===== src/rtl/dft_seq_pkg.sv =====
package dft_seq_pkg;

  localparam int unsigned LTE_UNIT  = 12;
  localparam int unsigned LTE_K_MAX = 108;
  localparam int unsigned NUM_LTE   = 35;
  localparam int unsigned P2_LO     = 4;
  localparam int unsigned P2_HI     = 10;
  localparam int unsigned MAX_FAC   = 36;
  localparam int unsigned NUM_ENT   = NUM_LTE + P2_HI - P2_LO + 1;
  localparam int unsigned N_MAX     = LTE_UNIT * LTE_K_MAX;
  localparam int unsigned AW        = $clog2(N_MAX);
  localparam int unsigned IW        = $clog2(NUM_ENT);

  typedef enum logic [1:0] {
    PH_COL  = 2'd0,
    PH_TWID = 2'd1,
    PH_ROW  = 2'd2,
    PH_OUT  = 2'd3
  } phase_e;

  typedef struct packed {
    logic [AW-1:0] n;
    logic [AW-1:0] n1;
    logic [AW-1:0] n2;
  } dims_t;

  function automatic bit is_smooth(int unsigned v);
    int unsigned m;
    m = v;
    for (int r = 0; r < int'(AW); r++) begin
      if (m % 2 == 0) m = m / 2;
      else if (m % 3 == 0) m = m / 3;
      else if (m % 5 == 0) m = m / 5;
    end
    return m == 1;
  endfunction

  function automatic int unsigned entry_n(int unsigned i);
    int unsigned cnt;
    int unsigned res;
    cnt = 0;
    res = 0;
    if (i < NUM_LTE) begin
      for (int unsigned k = 1; k <= LTE_K_MAX; k++) begin
        if (is_smooth(k)) begin
          if (cnt == i) res = LTE_UNIT * k;
          cnt++;
        end
      end
    end else begin
      res = 1 << (P2_LO + i - NUM_LTE);
    end
    return res;
  endfunction

  function automatic int unsigned entry_n1(int unsigned n);
    int unsigned best;
    best = 1;
    for (int unsigned d = 1; d <= MAX_FAC; d++)
      if (n % d == 0) best = d;
    return best;
  endfunction

endpackage


===== src/rtl/dft_size_rom.sv =====
module dft_size_rom
  import dft_seq_pkg::*;
(
  input  logic [IW-1:0] idx_i,
  output dims_t         dims_o,
  output logic          ok_o
);

  dims_t tbl [NUM_ENT];

  for (genvar g = 0; g < int'(NUM_ENT); g++) begin : g_ent
    localparam int unsigned EN  = entry_n(g);
    localparam int unsigned EN1 = entry_n1(EN);
    assign tbl[g] = '{n: AW'(EN), n1: AW'(EN1), n2: AW'(EN / EN1)};
  end

  always_comb begin
    dims_o = '0;
    ok_o   = 1'b0;
    for (int e = 0; e < int'(NUM_ENT); e++) begin
      if (idx_i == IW'(e)) begin
        dims_o = tbl[e];
        ok_o   = 1'b1;
      end
    end
  end

endmodule


===== src/rtl/dft_loop_ctr.sv =====
module dft_loop_ctr
  import dft_seq_pkg::*;
(
  input  logic          clk_i,
  input  logic          rst_ni,
  input  logic          start_i,
  input  logic          ok_i,
  input  dims_t         dims_i,
  output logic          busy_o,
  output logic          done_o,
  output logic          err_o,
  output phase_e        phase_o,
  output logic [AW-1:0] lin_o,
  output logic [AW-1:0] inner_o,
  output logic [AW-1:0] outer_o,
  output dims_t         dims_o
);

  logic          busy_q, done_q, err_q;
  phase_e        phase_q;
  logic [AW-1:0] lin_q, inner_q, outer_q;
  dims_t         dims_q;
  logic [AW-1:0] ilim;

  // column loops run n1 fastest; all later phases run the second factor fastest
  assign ilim = (phase_q == PH_COL) ? dims_q.n1 : dims_q.n2;

  always_ff @(posedge clk_i or negedge rst_ni) begin
    if (!rst_ni) begin
      busy_q  <= 1'b0;
      done_q  <= 1'b0;
      err_q   <= 1'b0;
      phase_q <= PH_COL;
      lin_q   <= '0;
      inner_q <= '0;
      outer_q <= '0;
      dims_q  <= '0;
    end else begin
      done_q <= 1'b0;
      err_q  <= 1'b0;
      if (!busy_q) begin
        if (start_i) begin
          if (ok_i) begin
            busy_q  <= 1'b1;
            dims_q  <= dims_i;
            phase_q <= PH_COL;
            lin_q   <= '0;
            inner_q <= '0;
            outer_q <= '0;
          end else begin
            err_q <= 1'b1;
          end
        end
      end else if (lin_q == dims_q.n - AW'(1)) begin
        lin_q   <= '0;
        inner_q <= '0;
        outer_q <= '0;
        if (phase_q == PH_OUT) begin
          busy_q  <= 1'b0;
          done_q  <= 1'b1;
          phase_q <= PH_COL;
        end else begin
          phase_q <= phase_e'(phase_q + 2'd1);
        end
      end else begin
        lin_q <= lin_q + AW'(1);
        if (inner_q == ilim - AW'(1)) begin
          inner_q <= '0;
          outer_q <= outer_q + AW'(1);
        end else begin
          inner_q <= inner_q + AW'(1);
        end
      end
    end
  end

  assign busy_o  = busy_q;
  assign done_o  = done_q;
  assign err_o   = err_q;
  assign phase_o = phase_q;
  assign lin_o   = lin_q;
  assign inner_o = inner_q;
  assign outer_o = outer_q;
  assign dims_o  = dims_q;

endmodule


===== src/rtl/dft_addr_gen.sv =====
module dft_addr_gen
  import dft_seq_pkg::*;
(
  input  logic          busy_i,
  input  phase_e        phase_i,
  input  logic [AW-1:0] lin_i,
  input  logic [AW-1:0] inner_i,
  input  logic [AW-1:0] outer_i,
  input  dims_t         dims_i,
  output logic          vld_o,
  output logic [AW-1:0] rd_o,
  output logic [AW-1:0] wr_o,
  output logic          we_o,
  output logic [AW-1:0] exp_o
);

  always_comb begin
    vld_o = 1'b0;
    rd_o  = '0;
    wr_o  = '0;
    we_o  = 1'b0;
    exp_o = '0;
    if (busy_i) begin
      vld_o = 1'b1;
      unique case (phase_i)
        PH_COL: begin
          // stride-N2 gather, in-place update
          rd_o = dims_i.n2 * inner_i + outer_i;
          wr_o = rd_o;
          we_o = 1'b1;
        end
        PH_TWID: begin
          rd_o  = lin_i;
          wr_o  = lin_i;
          we_o  = 1'b1;
          exp_o = outer_i * inner_i;
        end
        PH_ROW: begin
          // scatter to k1 + N1*k2 so readout is natural order
          rd_o = lin_i;
          wr_o = outer_i + dims_i.n1 * inner_i;
          we_o = 1'b1;
        end
        default: begin
          rd_o = lin_i;
        end
      endcase
    end
  end

endmodule


===== src/rtl/dft_seq.sv =====
module dft_seq
  import dft_seq_pkg::*;
(
  input  logic          clk_i,
  input  logic          rst_ni,
  input  logic          start_i,
  input  logic [IW-1:0] size_idx_i,
  output logic          busy_o,
  output logic          done_o,
  output logic          err_o,
  output logic          addr_vld_o,
  output logic [1:0]    phase_o,
  output logic [AW-1:0] rd_addr_o,
  output logic [AW-1:0] wr_addr_o,
  output logic          wr_en_o,
  output logic [AW-1:0] twid_exp_o
);

  dims_t         rom_dims, run_dims;
  logic          rom_ok;
  phase_e        phase;
  logic [AW-1:0] lin, inner, outer;

  dft_size_rom u_rom (
    .idx_i  (size_idx_i),
    .dims_o (rom_dims),
    .ok_o   (rom_ok)
  );

  dft_loop_ctr u_ctr (
    .clk_i   (clk_i),
    .rst_ni  (rst_ni),
    .start_i (start_i),
    .ok_i    (rom_ok),
    .dims_i  (rom_dims),
    .busy_o  (busy_o),
    .done_o  (done_o),
    .err_o   (err_o),
    .phase_o (phase),
    .lin_o   (lin),
    .inner_o (inner),
    .outer_o (outer),
    .dims_o  (run_dims)
  );

  dft_addr_gen u_agen (
    .busy_i  (busy_o),
    .phase_i (phase),
    .lin_i   (lin),
    .inner_i (inner),
    .outer_i (outer),
    .dims_i  (run_dims),
    .vld_o   (addr_vld_o),
    .rd_o    (rd_addr_o),
    .wr_o    (wr_addr_o),
    .we_o    (wr_en_o),
    .exp_o   (twid_exp_o)
  );

  assign phase_o = phase;

endmodule


===== config.mk =====
export PLATFORM = sky130hd
export DESIGN_NAME = dft_seq
export DESIGN_NICKNAME = d
export VERILOG_FILES = /design/src/rtl/dft_seq_pkg.sv /design/src/rtl/dft_size_rom.sv /design/src/rtl/dft_loop_ctr.sv /design/src/rtl/dft_addr_gen.sv /design/src/rtl/dft_seq.sv
export SDC_FILE = /design/constraint.sdc
export NUM_CORES = 1
export LEC_CHECK = 0
export ABC_AREA = 1
export BUFFER_PORTS_ARGS = -buffer_cell sky130_fd_sc_hd__buf_2
export CAP_MARGIN = 20
export CORE_MARGIN = 4
export CORE_UTILIZATION = 40
export CTS_CLUSTER_SIZE = 24
export DETAILED_ROUTE_END_ITERATION = 12
export PLACE_DENSITY = 0.56
export REMOVE_ABC_BUFFERS = 1
export SYNTH_ARGS = -nofsm -noshare
export SYNTH_HDL_FRONTEND = slang
export SYNTH_HIERARCHICAL = 1
export SYNTH_SLANG_ARGS = --single-unit

===== constraint.sdc =====
create_clock -name clk_i -period 8.6 [get_ports clk_i]
set_clock_uncertainty 0.1 [all_clocks]
set_input_delay 0.43 -clock clk_i [delete_from_list [all_inputs] [get_ports clk_i]]
set_output_delay 0.43 -clock clk_i [all_outputs]
set_load 0.005 [all_outputs]

**After elaboration in Yosys (flattened, before gate mapping)**

Cells that the tools add are included.

- Add/sub/neg operators: 8
- $mul: 3
- Equality and inequality tests: 48
- Multiplexer cells: 120
- Bitwise logic cells: 1
- Reductions and logical operators: 9

Operators with widths:

| cell | number |
|---|---|
| two-way mux 33 bit | 11 |
| two-way mux 32 bit | 10 |
| two-way mux 31 bit | 7 |
| two-way mux 11 bit | 16 |
| two-way mux 30 bit | 5 |
| two-way mux 29 bit | 4 |
| == test 6 x 5 -> 1 bit, second input constant | 16 |
| two-way mux 28 bit | 3 |
| == test 6 bit, second input constant | 10 |
| two-way mux 1 bit | 56 |
| == test 6 x 4 -> 1 bit, second input constant | 8 |
| adder 11 x 1 -> 11 bit, second input constant | 3 |
| multiplier 11 x 11 -> 11 bit | 3 |
| case mux 11 bit (3 select lines) | 1 |
| two-way mux 27 bit | 1 |
| two-way mux 26 bit | 1 |
| == test 6 x 3 -> 1 bit, second input constant | 4 |
| adder 11 bit | 2 |
| == test 11 bit | 2 |
| subtractor 11 x 1 -> 11 bit, second input constant | 2 |
| == test 6 x 2 -> 1 bit, second input constant | 2 |
| two-way mux 2 bit | 5 |
| AND reduction 3 bit | 3 |
| == test 6 x 1 -> 1 bit, second input constant | 1 |
| 11 further kinds | 13 |

- Register bits after elaboration: 71
- Input bits: 9
- Output and inout bits: 40
- Word-level logic and storage cells: 199

**Longest topological paths before layout**

Gate-level depths: netlist of the first run.

- Depth in word-level cells: 46
- Mapped depth: 30
- Gate-level depth less buffers: 28

**By module**

The synthesis of the first run kept the hierarchy.

Modules (own cells, without submodules):

| module | instances | cells an instance | area an instance (µm²) | seq. area each (µm²) |
|---|---|---|---|---|
| dft_addr_gen | 1 | 1069 | 6970.4 | 0.0 |
| dft_loop_ctr | 1 | 576 | 4255.3 | 1776.7 |
| dft_size_rom | 1 | 217 | 1291.2 | 0.0 |

**Least setup slack after synthesis of the first run**

Ideal clock, no wire load.

- Path kind: register to output
- From: register u_ctr.inner_q[4] (netlist: u_ctr/inner_o[4])
- To: output port wr_addr_o[10]
- Arrival: 4.623 ns
- Data required time: 8.070 ns
- Setup slack: 3.447 ns
- Stages on the path, launching flop included: 22
- Buffers on the path: 2
- Cell sequence: dfrtp_1 buf_6 clkbuf_1 nand2_1 fa_1 fa_1 inv_1 fa_1 fa_1 inv_1 fa_1 inv_1 ha_1 a21oi_1 o21ai_0 a31oi_1 inv_1 nand2_1 nand3_2 nand3_1 nand2_1 inv_1

- Longest elaborated chain between the ends: 4
- Elaborated cells between the ends (all ways): 6
- Classes of those cells: add/sub: 2; mul: 2; mux: 2

RTL lines:

| element | RTL line | RTL |
|---|---|---|
| start: declaration | dft_loop_ctr.sv:21 | `logic [AW-1:0] lin_q, inner_q, outer_q;` |
| start signal: assignment | dft_loop_ctr.sv:71 | `inner_q <= inner_q + AW'(1);` |
| multiplier 11 x 11 -> 11 bit (on tied branches) | dft_addr_gen.sv:41, dft_addr_gen.sv:28 |  |
| adder 11 bit (on tied branches) | dft_addr_gen.sv:41, dft_addr_gen.sv:28 |  |
| case mux 11 bit (3 select lines) (*) | dft_addr_gen.sv:25 | `unique case (phase_i)` |
| two-way mux 11 bit (*) | dft_addr_gen.sv:23 | `if (busy_i) begin` |
| end: declaration | dft_seq.sv:14 | `output logic [AW-1:0] wr_addr_o,` |

Every way passes the cells marked *; elsewhere a longest branch is shown, timed or not.

**Final worst setup path of the first run**

Ends and elaborated chain as after synthesis.

==> metrics, run 1 <==
root buf cell=clkbuf_16; final hold vios=0; sequential-to-total area share from yosys stat=0.142; cell count of the worst reg-to-reg path=18; die area=0.0342 mm^2; initial antenna violation count=0; relative slew slack=0.355; H-tree depth=3; crit-path max cell delay=0.98 ns; RSZ-0062 raised after global routing=no; post-layout min period=just over 6 ns; WL final=around 34,000 um; initial drt markers=694; buffer depth of the longest clock path=2; layout cell share with drive strength beyond 1=0.0945; CP Capture Type=primary output; vias in the first global route=11,300; synthesized netlist cell count=about 1,900; Area growth syn-to-layout=5.55%; n_diodes=0; Mapped Avg Cell Area=about 6.7 um^2; max_cap viols=0; vias per inst=about 5; Clk pin slew, worst setup/hold paths=0.06 ns; RR Startpoint=u_ctr/phase_o[0]; DRT antenna net count=0; IO buf count=48; asr flop ratio synth=1.00; CP Depth=20; crit-path cells=nand2_1 > fa_1 > fa_1 > inv_1 > fa_1 > fa_1 > inv_1 > fa_1 > inv_1 > ha_1 > a21oi_1 > o21ai_0 > a31oi_1 > inv_1 > nand2_1 > nand3_2 > nand3_1 > nand2_1 > inv_1 > buf_2; total CTS buffers=9; Slew @ Worst Pin=0.968 ns; min-delay worst type=input pin to async pin; Critical Path RT=8.07 ns; first-pass GRT wire length=around 56,000 um; fmax=~160 MHz; Worst path top cell family by delay=adder cells; Critical Path Fanout Max=24; status=finished clean; DRC errors left=0; CTS tree=built; Pre-antenna DRT Iters=7; Ys Warns=6; fill count=3,298; Post-synth EDFFs=0; I/O pin count=49; met2 usage=0.361; CP bufs+invs=6; post-synth cell types=48; Clock Sinks=71; Synth Flop Type=dfrtp_1; Die H=185 um; Slowest-stage cell, CP=dfrtp_1; Horiz. Die Dim=185 um; Initial Utilization=0.407; global routing's busiest layer=met2; Skew-Pair Late Insertion Delay=approximately 0.34 ns; FP Rows=64; Finish-stage setup viols=0; Final period util=0.715; GPL Wtd Cong=0.888; routing usage on met1=0.266; WP data arrival=5.62 ns; Critical Path Source=u_ctr/inner_o[4]; CORE AREA=0.0307 mm^2; nets=2,079; Post-CTS Repair Setup Buffers=0; count of pins over their slew limit=0; CTS resizes=0; FF+latch count, synth=71; total track usage=0.203; routed length per instance=14.8 um; kind of critical path=flop to primary output; largest net degree at the start of global routing=72; cts-stage hold buffer count=0; M3 GR Usage=0.0167; post-DP HPWL=about 26,000 um; Setup TNS Final=0 ns; synthesized cell area=0.0125 mm^2; vias=11,200; CP Launch Type=flop; total grt overflow=0
area by class of cell:
cell class / count / area [um^2] / area share
multi-input combinational: 1315 / 8750 / 0.662
sequential: 71 / 1780 / 0.134
inverter: 413 / 1550 / 0.117
tap: 396 / 495 / 0.0375
timing repair buffer: 59 / 338 / 0.0256
clock buffer: 10 / 229 / 0.0173
clock inverter: 6 / 70.1 / 0.00530
synthesized netlist by cell type, drive strengths merged, types with 3 or more instances:
cell	n	area, um^2
nand2	559	2170
inv	412	1550
nand3	150	843
nor2	146	672
fa	108	2160
ha	93	1160
dfrtp	71	1780
a21oi	63	315
buf	50	392
xor2	33	289
o21ai	29	153
clkbuf	25	93.8
nand4	23	144
nor3	19	100
xnor2	19	204
nand3b	13	97.6
mux2	9	101
nor3b	8	70.1
a31oi	6	37.5
o211ai	6	45.0
nor4	4	25.0
o2111ai	3	26.3
sequential cells by signal (all words and copies together) (netlist names):
register	cells
u_ctr/done_o	1
u_ctr/busy_o	1
u_ctr/inner_o	11
u_ctr/lin_o	11
u_ctr/err_o	1
u_ctr/dims_o	33
u_ctr/outer_o	11
u_ctr/phase_o	2
logic make-up after synthesis:
logic type,count (synthesis),share of synthesized area
and+or+nand+nor,925,0.331
buffers and inverters,488,0.163
adders and majority gates,201,0.266
AOI/OAI and AO/OA,115,0.0511
DFF,71,0.142
xor gates and xnor gates,52,0.0394
muxes,9,0.00810
other,1,0.000300
per-stage QoR:
| stage | cells | instance area, um^2 | util | setup slack (ns) | hold WS, ns |
|---|---|---|---|---|---|
| after detailed placement | 2253 | 12900 | 0.419 | 2.80 | 0.449 |
| after floorplan | 1799 | 12100 | - | 3.47 | 0.0344 |
| final | 2270 | 13200 | 0.430 | 2.45 | 0.109 |
| after global placement | 2253 | 12900 | 0.419 | 2.89 | 0.447 |
| after global routing | 2270 | 13200 | 0.430 | 2.08 | 0.190 |
| after CTS | 2269 | 13200 | 0.429 | 2.42 | 0.160 |
path summary, 6_finish.rpt:
kind | endpoint | slack, ns
min | u_ctr/phase_o[0] | 0.11
max | wr_addr_o[10] | 2.45
max in group asynchronous | u_ctr/outer_o[3] | 7.66
max reg2reg | u_ctr/outer_o[2] | 4.74
min in group clk_i | u_ctr/err_o | 0.26
min reg2reg | u_ctr/dims_o[31] | 0.46
cell usage in the layout (no fill, tap or decap), types with 3 or more instances in the layout:
| cell type | synthesis | final |
|---|---|---|
| nand2_1 | 536 | 535 |
| inv_1 | 395 | 395 |
| nand3_1 | 133 | 133 |
| nor2_1 | 122 | 122 |
| fa_1 | 108 | 108 |
| ha_1 | 93 | 93 |
| dfrtp_1 | 71 | 71 |
| a21oi_1 | 63 | 63 |
| buf_2 | 10 | 47 |
| xor2_1 | 33 | 33 |
| o21ai_0 | 26 | 26 |
| nand4_1 | 23 | 23 |
| nand2_2 | 20 | 21 |
| nor3_1 | 18 | 18 |
| inv_2 | 17 | 17 |
| nand3_2 | 16 | 16 |
| xnor2_1 | 14 | 14 |
| nand3b_1 | 13 | 13 |
| nor2_2 | 13 | 13 |
| conb_1 | 1 | 13 |
| buf_4 | 23 | 11 |
| nor2_4 | 10 | 10 |
| clkbuf_16 | 0 | 9 |
| mux2_2 | 9 | 9 |
| a31oi_1 | 6 | 6 |
| o211ai_1 | 6 | 6 |
| nor3b_1 | 6 | 6 |
| xnor2_2 | 5 | 5 |
| nor4_1 | 4 | 4 |
| clkinvlp_4 | 0 | 3 |
| nand2_4 | 3 | 3 |
| o2111ai_1 | 3 | 3 |
per-layer routing:
layer  vias up  share of wire
li1       5628              -
met1      5362           0.45
met2       215           0.49
met3        42          0.034
met4         0          0.022
met5         -              0
worst register-to-register path: cells and delay by family (launching register included):
kind | cells | cell delay (ns)
flip-flops | 1 | 0.48
AND/OR/NAND/NOR | 13 | 1.89
adder cells (fa/ha/maj) | 2 | 0.80
buffers and inverters | 3 | 0.50
Power of run 1 is left out: the tool's default activity adds up to more than one toggle a clock period on the data nets, which glitch-free logic cannot reach.
==> run 2, diff against run 1 <==
Clock period 8.6 ns to 6 ns, I/O delays scaled along.
==> metrics, run 2 (same netlist as run 1, synthesis figures left out) <==
first-pass GRT wire length=56,400 um; Pre-antenna DRT Iters=5; GPL Wtd Cong=just over 0.9; initial antenna violation count=0; max reg flops=33; Clock Sinks=71; crit-path cells=buf_4 > nand2_1 > fa_1 > fa_1 > inv_1 > fa_1 > fa_1 > inv_1 > fa_1 > inv_1 > ha_1 > a21oi_1 > o21ai_0 > a31oi_1 > inv_1 > nand2_1 > nand3_1 > nand3_1 > nand2_1 > inv_1 > buf_2; placed insts=2,266; max_cap viols=0; Initial Utilization=0.407; total grt overflow=0; buffer depth of the longest clock path=2; WL final=33,800 um; n_diodes=0; Finish-stage setup viols=0; total CTS buffers=9; Slowest-stage cell, CP=fa_1; post-layout min period=between 5 and 6 ns; CORE AREA=~0.031 mm^2; Slew @ Worst Pin=0.921 ns; nets=around 2,100; CP Launch Type=flop; cts-stage hold buffer count=0; crit-path max cell delay=around 0.56 ns; Setup TNS Final=0 ns; Final period util=0.935; initial drt markers=646; vias per inst=between 4 and 5; commonest non-fill, non-tap cell in the layout=nand2_1; fill count=3,245; Critical Path Fanout Max=13; count of pins over their slew limit=0; WP data arrival=5.21 ns; die area=0.0342 mm^2; total track usage=0.203; post-DP HPWL=27,600 um; routed length per instance=14.8 um; Horiz. Die Dim=roughly 180 um; I/O pin count=49; status=complete, but fails checks; Layout Cells excl Fill=2,283; layout cell share with drive strength beyond 1=0.102; final hold slack=-0.0185 ns; Critical Path RT=5.60 ns; H-tree depth=3; fmax=approximately 180 MHz; Post-CTS Repair Setup Buffers=0; vias in the first global route=about 11,000; relative slew slack=0.386; CTS tree=built; largest net degree at the start of global routing=72; vias=11,200; root buf cell=clkbuf_16; FP Rows=64; Area growth syn-to-layout=6.72%; Clk pin slew, worst setup/hold paths=~0.060 ns; CTS resizes=0; most frequent cells in the layout=nand2_1, inv_1, nand3_1; kind of critical path=flop to primary output; IO buf count=48; CP Capture Type=primary output; Die H=185 um; Skew-Pair Late Insertion Delay=approximately 0.33 ns; DRC errors left=0; RSZ-0062 raised after global routing=no; final hold vios=11; failing checks=hold timing; min-delay worst type=input pin to async pin; DRT antenna net count=0
## run 2: metrics by stage
stage,setup WS [ns],instance area [um^2],util,hold WS (ns)
after floorplan,1.00,12100,-,-0.0956
after global placement,0.674,13000,0.423,0.413
after detailed placement,0.649,13000,0.423,0.400
after CTS,0.272,13300,0.434,0.0340
after global routing,0.0525,13400,0.434,0.0776
final,0.392,13400,0.434,-0.0185
## run 2: critical path: cells and delay by family, from the launching register on
family / cells / cell delay [ns]
AO/OA/AOI/OAI: 3 / 0.43
adder cells (fa/ha/maj): 6 / 2.89
buffers and inverters: 7 / 0.64
flip-flops: 1 / 0.52
AND/OR/NAND/NOR: 5 / 0.38
## run 2: final timing paths
kind                                       start          endpoint  slack, ns  depth (start not counted)
min in group clk_i                       start_i       u_ctr/err_o       0.14                          2
worst min-delay path                      rst_ni    u_ctr/lin_o[9]      -0.02                          1
worst max-delay path            u_ctr/inner_o[3]     wr_addr_o[10]       0.39                         21
worst min register to register      u_ctr/busy_o       u_ctr/err_o       0.43                          1
worst max register to register  u_ctr/phase_o[0]  u_ctr/outer_o[3]       2.26                         18
max in group asynchronous                 rst_ni  u_ctr/inner_o[4]       5.15                          1
## run 2: layout make-up
type	count	area, um^2	area share
repair buffers	72	460	0.0345
multi-input cells	1315	8750	0.655
clock inverters	7	96.3	0.00721
clock buffers	9	225	0.0169
well taps	396	495	0.0371
inverters	413	1550	0.116
flip-flops and latches	71	1780	0.133
## run 2: per-layer routing
| layer | wire [um] | track usage | vias to the layer above |
|---|---|---|---|
| li1 | - | - | 5643 |
| met5 | 0 | 0 | - |
| met2 | 16200 | 0.351 | 242 |
| met3 | 1360 | 0.0136 | 52 |
| met4 | 899 | 0.0523 | 0 |
| met1 | 15400 | 0.277 | 5295 |
Power of run 2 is left out for the same reason.
==> run 3, diff against run 2 <==
Settings changed: CORE_ASPECT_RATIO set to 0.5, CORE_MARGIN 4 to 3, HOLD_SLACK_MARGIN set to 0.03.
==> metrics, run 3 (same netlist as run 1, synthesis figures left out) <==
cell count of the worst reg-to-reg path=18; post-DP HPWL=27,100 um; initial drt markers=960; n_diodes=0; nets=2,095; commonest non-fill, non-tap cell in the layout=nand2_1; crit-path max cell delay=roughly 0.57 ns; CP Capture Type=primary output; Initial Utilization=0.409; DRC errors left=0; crit-path cells=nand2_1 > fa_1 > fa_1 > inv_1 > fa_1 > fa_1 > inv_1 > fa_1 > inv_1 > ha_1 > a21oi_1 > o21ai_0 > a31oi_1 > inv_1 > nand2_1 > nand3_2 > a21oi_1 > buf_2; total grt overflow=0; CP bufs+invs=5; Critical Path RT=roughly 5.6 ns; relative slew slack=0.376; CORE AREA=between 0.03 and 0.04 mm^2; vias=11,300; total CTS buffers=9; vias per inst=4.89; final hold vios=0; FP Rows=45; vias in the first global route=10,700; Pre-antenna DRT Iters=5; Finish-stage setup viols=0; WP data arrival=5.32 ns; Area growth syn-to-layout=6.97%; status=finished clean; Horiz. Die Dim=256 um; largest net degree at the start of global routing=72; fmax=about 170 MHz; min-delay src=start_i; kind of critical path=flop to primary output; hold path depth=2; CP Launch Type=flop; post-layout min period=approximately 5.7 ns; Setup TNS Final=0 ns; min-delay worst type=input pin to flop; RR Startpoint=u_ctr/phase_o[0]; routed length per instance=14.8 um; Final period util=0.953; max reg flops=33; Critical Path Fanout Max=6; Skew-Pair Late Insertion Delay=between 0.3 and 0.4 ns; cell mode on critical path=fa_1; Clk pin slew, worst setup/hold paths=~0.070 ns; GPL Wtd Cong=between 0.9 and 1; DRT antenna net count=0; total track usage=0.212; Slowest-stage cell, CP=dfrtp_1; count of pins over their slew limit=0; R2R setup slack=1.90 ns; max_cap viols=0; most frequent cells in the layout=nand2_1, inv_1, nand3_1; fill count=3,210; IO buf count=48; Clock Sinks=71; WL final=34,300 um; initial antenna violation count=0; CTS tree=built; I/O pin count=between 40 and 50; first-pass GRT wire length=56,800 um; Slew @ Worst Pin=0.933 ns; root buf cell=clkbuf_16; buffer depth of the longest clock path=2; die area=around 0.034 mm^2; layout cell share with drive strength beyond 1=0.107; H-tree depth=3; Hold Path End=u_ctr/err_o; Worst path top cell family by delay=adder cells; RSZ-0062 raised after global routing=no; Die H=131 um; Worst R2R End=u_ctr/outer_o[1]
-- run 3: cell types whose count changed in the layout (fill, tap and decap cells not counted) --
cell / previous run / this run
clkbuf_1: 0 / 1
bufinv_16: 2 / 1
dfrtp_1: 70 / 60
buf_12: 3 / 0
clkinv_4: 0 / 3
buf_16: 0 / 1
dlygate4sd3_1: 0 / 1
clkinvlp_4: 3 / 0
buf_4: 22 / 26
dfrtp_2: 1 / 11
-- run 3: worst reg2reg max path: stages, from the launching register on --
cell,delay (ns)
dfrtp_1,0.50
inv_1,0.10
ha_1,0.61
inv_2,0.31
nand2_1,0.15
nand2_1,0.11
inv_1,0.09
ha_1,0.21
nand3_2,0.15
nor2_4,0.17
nand4_1,0.11
nand2_1,0.08
nand2_1,0.04
nor2_1,0.12
nand3_1,0.16
nand2_2,0.48
nand2_2,0.31
nand2_1,0.13
nand2_1,0.06
-- run 3: how the worst max path moves through the flow --
stage | start | endpoint | slack (ns) | depth (start not counted)
after CTS | u_ctr/inner_o[4] | rd_addr_o[10] | 0.12 | 18
after floorplan | u_ctr/inner_o[2] | wr_addr_o[10] | 1.00 | 19
final | u_ctr/dims_o[5] | rd_addr_o[10] | 0.28 | 18
after detailed placement | u_ctr/inner_o[4] | rd_addr_o[10] | 0.53 | 18
after global placement | u_ctr/inner_o[4] | rd_addr_o[10] | 0.59 | 18
after global routing | u_ctr/dims_o[5] | wr_addr_o[10] | 0.0009 | 20
-- run 3: what timing repair did --
| action | in CTS | in global routing |
|---|---|---|
| hold endpoints to repair | 0 | 28 |
| hold buffers | 0 | 1 |
| gates resized for setup | 0 | 11 |
| endpoints found under the setup margin | 0 | 5 |
| setup buffers | 0 | 0 |
-- run 3: per-stage QoR --
stage | hold WS (ns) | utilization | setup WS [ns] | area (um^2) | cells
2_1_floorplan | -0.0956 | - | 1.00 | 12100 | 1799
3_3_place_gp | 0.413 | 0.426 | 0.590 | 13000 | 2295
3_5_place_dp | 0.419 | 0.426 | 0.535 | 13000 | 2295
4_1_cts | 0.0422 | 0.436 | 0.123 | 13300 | 2311
5_1_grt | 0.137 | 0.438 | 0.000850 | 13400 | 2313
6_report | 0.138 | 0.438 | 0.279 | 13400 | 2313
-- run 3: cell type report --
class	instances	area, um^2	area share
Multi-Input combinational cell	1315	8750	0.654
Timing Repair Buffer	75	468	0.0349
Clock buffer	10	229	0.0171
Inverter	413	1550	0.116
Tap cell	423	529	0.0395
Clock inverter	6	70.1	0.00523
Sequential cell	71	1790	0.134
-- run 3: per-layer routing --
| metal | GRT usage | wire, um |
|---|---|---|
| met2 | 0.329 | 14500 |
| met5 | 0 | 0 |
| met1 | 0.308 | 17000 |
| met3 | 0.0378 | 2210 |
| met4 | 0.0529 | 592 |
Power of run 3 is left out for the same reason.
